**src/rtl/ea_pkg.sv**
```systemverilog
package ea_pkg;

  typedef enum logic [1:0] {
    AM_DIRECT   = 2'd0,
    AM_EXTENDED = 2'd1,
    AM_INDEXED  = 2'd2,
    AM_RELATIVE = 2'd3
  } addr_mode_e;

  localparam int FLAG_C = 0;
  localparam int FLAG_V = 1;
  localparam int FLAG_Z = 2;
  localparam int FLAG_N = 3;

  // Test on the even code of a pair; the odd code is its inverse.
  function automatic logic base_test(input logic [2:0] pair, input logic [7:0] f);
    logic n, z, v, c;
    n = f[FLAG_N];
    z = f[FLAG_Z];
    v = f[FLAG_V];
    c = f[FLAG_C];
    case (pair)
      3'd0:    base_test = 1'b1;
      3'd1:    base_test = ~(c | z);
      3'd2:    base_test = ~c;
      3'd3:    base_test = ~z;
      3'd4:    base_test = ~v;
      3'd5:    base_test = ~n;
      3'd6:    base_test = ~(n ^ v);
      default: base_test = ~z & ~(n ^ v);
    endcase
  endfunction

endpackage

```
**src/rtl/ea_index_adder.sv**
```systemverilog
module ea_index_adder #(
  parameter int ADDR_W = 16,
  parameter int DATA_W = 8
) (
  input  logic [ADDR_W-1:0] base_i,
  input  logic [DATA_W-1:0] off_i,
  output logic [ADDR_W-1:0] sum_o,
  output logic              lo_carry_o
);
  localparam int HI_W = ADDR_W - DATA_W;

  logic [DATA_W:0]   lo_sum;
  logic [HI_W-1:0]   hi_sum;

  always_comb begin
    lo_sum = {1'b0, base_i[DATA_W-1:0]} + {1'b0, off_i};
    hi_sum = base_i[ADDR_W-1:DATA_W] + HI_W'(lo_sum[DATA_W]);
  end

  assign sum_o      = {hi_sum, lo_sum[DATA_W-1:0]};
  assign lo_carry_o = lo_sum[DATA_W];
endmodule

```
**src/rtl/ea_rel_adder.sv**
```systemverilog
module ea_rel_adder #(
  parameter int ADDR_W = 16,
  parameter int DATA_W = 8
) (
  input  logic [ADDR_W-1:0] pc_i,
  input  logic [DATA_W-1:0] off_i,
  output logic [ADDR_W-1:0] target_o,
  output logic              backward_o
);
  localparam int EXT_W = ADDR_W - DATA_W;

  logic [ADDR_W-1:0] off_ext;

  assign backward_o = off_i[DATA_W-1];
  assign off_ext    = {{EXT_W{off_i[DATA_W-1]}}, off_i};
  assign target_o   = pc_i + off_ext;
endmodule

```
**src/rtl/ea_cond_eval.sv**
```systemverilog
module ea_cond_eval
  import ea_pkg::*;
(
  input  logic [3:0] cond_i,
  input  logic [7:0] ccr_i,
  output logic       hold_o
);
  logic [7:0] flags_low;

  // Only the four arithmetic flags take part in any test.
  assign flags_low = {4'b0000, ccr_i[3:0]};
  assign hold_o    = base_test(cond_i[3:1], flags_low) ^ cond_i[0];
endmodule

```
**src/rtl/ea_branch_unit.sv**
```systemverilog
module ea_branch_unit
  import ea_pkg::*;
#(
  parameter int ADDR_W = 16,
  parameter int DATA_W = 8
) (
  input  logic [1:0]        mode_i,
  input  logic [7:0]        byte2_i,
  input  logic [7:0]        byte3_i,
  input  logic [15:0]       index_i,
  input  logic [15:0]       pc_next_i,
  input  logic [3:0]        cond_i,
  input  logic [7:0]        ccr_i,
  output logic [15:0]       addr_o,
  output logic              taken_o
);
  localparam int HI_W = ADDR_W - DATA_W;

  addr_mode_e        mode;
  logic [ADDR_W-1:0] direct_addr;
  logic [ADDR_W-1:0] ext_addr;
  logic [ADDR_W-1:0] idx_addr;
  logic [ADDR_W-1:0] rel_addr;
  logic              idx_carry;
  logic              rel_back;
  logic              cond_hold;

  assign mode        = addr_mode_e'(mode_i);
  assign direct_addr = {{HI_W{1'b0}}, byte2_i};
  assign ext_addr    = ADDR_W'({byte2_i, byte3_i});

  ea_index_adder #(.ADDR_W(ADDR_W), .DATA_W(DATA_W)) u_idx (
    .base_i     (index_i),
    .off_i      (byte2_i),
    .sum_o      (idx_addr),
    .lo_carry_o (idx_carry)
  );

  ea_rel_adder #(.ADDR_W(ADDR_W), .DATA_W(DATA_W)) u_rel (
    .pc_i       (pc_next_i),
    .off_i      (byte2_i),
    .target_o   (rel_addr),
    .backward_o (rel_back)
  );

  ea_cond_eval u_cond (
    .cond_i (cond_i),
    .ccr_i  (ccr_i),
    .hold_o (cond_hold)
  );

  always_comb begin
    unique case (mode)
      AM_DIRECT:   addr_o = direct_addr;
      AM_EXTENDED: addr_o = ext_addr;
      AM_INDEXED:  addr_o = idx_addr;
      default:     addr_o = rel_addr;
    endcase
    taken_o = (mode == AM_RELATIVE) && cond_hold;
  end
endmodule

```
**config.mk**
```make
export PLATFORM = sky130hd
export DESIGN_NAME = ea_branch_unit
export DESIGN_NICKNAME = d
export VERILOG_FILES = /design/src/rtl/ea_pkg.sv /design/src/rtl/ea_index_adder.sv /design/src/rtl/ea_rel_adder.sv /design/src/rtl/ea_cond_eval.sv /design/src/rtl/ea_branch_unit.sv
export SDC_FILE = /design/constraint.sdc
export NUM_CORES = 1
export LEC_CHECK = 0
export BUFFER_PORTS_ARGS = -buffer_cell sky130_fd_sc_hd__buf_2
export CAP_MARGIN = 20
export CORE_UTILIZATION = 42
export DETAILED_ROUTE_END_ITERATION = 8
export GPL_TIMING_DRIVEN = 1
export PLACE_DENSITY = 0.85
export SYNTH_ARGS = -nofsm -noshare
export SYNTH_HDL_FRONTEND = slang
export SYNTH_HIERARCHICAL = 1
export SYNTH_SLANG_ARGS = --single-unit
export TNS_END_PERCENT = 5
```
**constraint.sdc**
```tcl
create_clock -name vclk -period 2.32
set_input_delay 0.232 -clock vclk [all_inputs]
set_output_delay 0.232 -clock vclk [all_outputs]
set_load 0.02 [all_outputs]
```
-- Word level (Yosys, flattened, before mapping)
Cells that the tools add are included.
- flip-flop bits (word level): 0
- bits in latches: 0
- RAM bits: 0
- ROM bits: 0
- output and inout port bits: 17
- word-level logic and storage cells: 27
- memories kept: 0
- $add $sub $neg: 3
- $mul: 0
- div/mod/pow operators: 0
- order comparisons: 0
- equality and inequality tests: 9
- shifts and indexed selects: 0
- muxes and demuxes: 2
- bitwise operators: 10
- reductions and logical operators: 3
- operators with widths (kind ; number):
    one-hot mux 16 bit (3 select lines) ; 1
    adder 16 bit ; 1
    adder 8 x 8 -> 9 bit ; 1
    == test 3 bit (second input constant) ; 3
    adder 8 x 1 -> 8 bit ; 1
    one-hot mux 1 bit (7 select lines) ; 1
    == test 3 x 2 -> 1 bit (second input constant) ; 2
    inverter 1 bit ; 6
    == test 2 bit (second input constant) ; 2
    == test 3 x 1 -> 1 bit (second input constant) ; 1
    logical NOT 3 bit ; 1
    == test 2 x 1 -> 1 bit (second input constant) ; 1
    logical NOT 2 bit ; 1
    XOR 1 bit ; 2
    bitwise AND 1 bit ; 1
    logical AND 1 bit ; 1
    bitwise OR 1 bit ; 1

-- Logic depth before layout (Yosys ltp)
- depth after elaboration: 6
- mapped depth: 11
- mapped depth without buffers: 11

-- Modules after synthesis
The synthesis kept the hierarchy.
- modules (own cells, without submodules) (module ; times used ; cells each ; area an instance (sq um) ; sequential area each (sq um)):
    ea_rel_adder ; 1 ; 99 ; 732.0 ; 0.0
    ea_branch_unit ; 1 ; 31 ; 459.2 ; 0.0
    ea_index_adder ; 1 ; 55 ; 449.2 ; 0.0
    ea_cond_eval ; 1 ; 12 ; 78.8 ; 0.0

-- Worst setup path before layout
Ideal clock, no wire load.
- path kind: input port to output port
- start point: input port byte2_i[0]
- end point: output port addr_o[10]
- arrival: 2.374 ns
- slack: -0.286 ns
- cell stages on the path: 9
- cell sequence: ha_1 fa_1 a21o_2 a311oi_2 o21ai_0 a311oi_1 nor3_1 mux2_4 a22o_1
- RTL lines (item ; RTL line ; text):
    start: declaration ; ea_branch_unit.sv:8 ; input logic [7:0] byte2_i,
    adder 16 bit ; ea_rel_adder.sv:16 ; assign target_o = pc_i + off_ext;
    net rel_addr[10] ; ea_branch_unit.sv:23 ; logic [ADDR_W-1:0] rel_addr;
    one-hot mux 16 bit (3 select lines) ; ea_branch_unit.sv:53 ; unique case (mode)
    end: declaration ; ea_branch_unit.sv:14 ; output logic [15:0] addr_o,
The timed path passes the listed nets, and every way through them passes these cells.

-- Final worst setup path
- start point: input port byte2_i[0]
- end point: output port addr_o[8]
The elaborated chain is that of the path after synthesis.

==> summary.txt <==
Status
  – Status: complete, but fails checks
  – Failing checks: negative setup slack

STA
  – Min setup slack post-route: -0.4101 ns
  – Post-route minimum period: 2.730 ns
  – Final Setup Violations: 12
  – Worst-Margin Slew: 0.5118 ns
  – Max_slew headroom: 65.88%
  – Slew Limit Fails: 0
  – Final hold vios: 0
  – Max frequency: 366.3 MHz
  – Tcrit/Tclk final: 117.7%
  – RSZ-0062 raised after global routing: yes

Route
  – Via count: 2157
  – DRT iter0 DRCs: 64
  – Final wirelength: 6040 um
  – Wire per inst: 16.24 um
  – Post-route DRC: 0
  – Vias per inst: 5.798
  – Drt first pass iters: 4
  – Routed Antenna Nets: 0

Global route
  – GR Overflow Total: 0
  – First-pass GRT wire length: 9156 um
  – Pin count of the biggest net entering global routing: 19
  – Initial antenna violation count: 0
  – GRT Overall Usage: 26.93%
  – Vias in the first global route: 2172

Synth
  – Synthesized area: 1712 um2
  – YS warnings: 6
  – Post-Syn Area per Cell: 8.733 um2
  – Cell count after synthesis: 196
  – Net count after synthesis: 285

Floorplan
  – Core area: 3771 um2
  – Starting Density: 45.39%
  – Die ar.: 4335 um2
  – DIE HEIGHT: 65.84 um
  – Cell Rows: 22
  – Die Wd: 65.84 um
  – Ports: 79

Setup path
  – CP Launch Type: input pin
  – CP arrival: 2.50 ns
  – CP top delay family: compound AO/OA/AOI/OAI gates
  – Crit-path most repeated cell: buf_4
  – Crit path kind: input pin to output pin
  – Worst Path Max Fanout: 3
  – Worst setup EP type: output pin
  – CP bufs+invs: 4
  – Req. time, crit path: 2.09 ns
  – Slowest cell on the critical path: fa_2
  – CP peak stage delay: 0.36 ns
  – Crit-path cells: buf_8 -> ha_4 -> fa_2 -> a21o_4 -> a311oi_4 -> o21ai_2 -> buf_4 -> buf_4 -> xor2_1 -> mux2_4 -> a22o_1 -> buf_2

Placement
  – Gpl congestion: 0.8763
  – Detailed Place HPWL: 4436 um
  – # port buffers: 75
  – Placed cell areas: 2554 um2

Finish
  – Area occupied by multi-input gates: 1823 um2
  – P&R area growth vs syn: 62.65%
  – Antenna cells: 0
  – Share of cells above drive strength 1: 55.56%
  – FFs & Latches: 0
  – Sequential cell area: 0 um2
  – Fill cells: 264
  – Design Area, Final: 2784 um2
  – Most common cell after layout, fill and taps aside: buf_2
  – Clock buf count: 0
  – Most frequent cells in the layout: buf_2 (66), buf_4 (58), ha_1 (19), xnor2_1 (16), nand2_1 (12)
  – Layout Nets: 415

Power
  – Pwr Total: 0.0008276 W
  – Leak: 1.353 nW
  – Peak VDD IR: 0.0001914 V
  – Power density over the cells: 297.3 nW/um2

Run
  – Max cap viols: 0

Min path
  – Hold Path Stages: 3
  – Worst Hold Class: input pin to output pin
  – HP Start: byte3_i[6]
  – Worst Hold Path EP: addr_o[6]
[metrics by stage]
| step | utilization [%] | std cells | TNS (ns) | setup WS [ns] | hold slack, ns |
|---|---|---|---|---|---|
| after floorplan | - | 196 | -0.8909 | -0.1421 | 0.5902 |
| after global placement | 67.72 | 369 | -3.758 | -0.4919 | 0.8913 |
| after detailed placement | 67.72 | 369 | -4.366 | -0.5635 | 0.8990 |
| after CTS | 71.90 | 372 | -3.340 | -0.4342 | 0.9002 |
| after global routing | 73.82 | 372 | -4.138 | -0.4661 | 0.9185 |
| final | 73.82 | 372 | -3.321 | -0.4101 | 0.8971 |
[worst min-delay path, cell delays in order]
cell and delay, ns:
buf_2 0.08, mux4_2 0.24, buf_6 0.11
[how the worst max path moves through the flow]
stage | depth (start not counted) | slack [ns] | startpoint | end
after floorplan | 9 | -0.14 | byte2_i[0] | addr_o[12]
after global placement | 12 | -0.49 | byte2_i[0] | addr_o[11]
after detailed placement | 13 | -0.56 | byte2_i[0] | addr_o[12]
after CTS | 11 | -0.43 | byte2_i[0] | addr_o[10]
after global routing | 12 | -0.47 | byte2_i[0] | addr_o[8]
final | 12 | -0.41 | byte2_i[0] | addr_o[8]
[timing repair]
action	CTS	global route
pin swaps	14	13
gates resized for setup	31	15
endpoints found under the setup margin	11	13
hold buffers	0	0
buffers inserted	3	0
gates cloned	0	0
[layout make-up]
type	instances	share of cell area, %
multi-input combinational	183	65.48
timing repair buffer	133	31.28
inverter	8	1.079
tap	48	2.157
[where the power goes]
part / switching, W / total (W) / internal, W
logic: 0.000392 / 0.000828 / 0.000436
clock network: 0 / 0 / 0
registers: 0 / 0 / 0
total: 0.000392 / 0.000828 / 0.000436
[per-layer routing]
layer,vias to the layer above,global-route usage [%],routed length [um],part of all wire (%)
li1,1030,-,-,-
met1,990,27.55,2247,37
met2,106,54.85,3121,52
met3,31,2.241,379,6.3
met4,0,10.05,291,4.8
met5,-,0,0,0
Note: power is estimated with default switching activity, not from simulation.
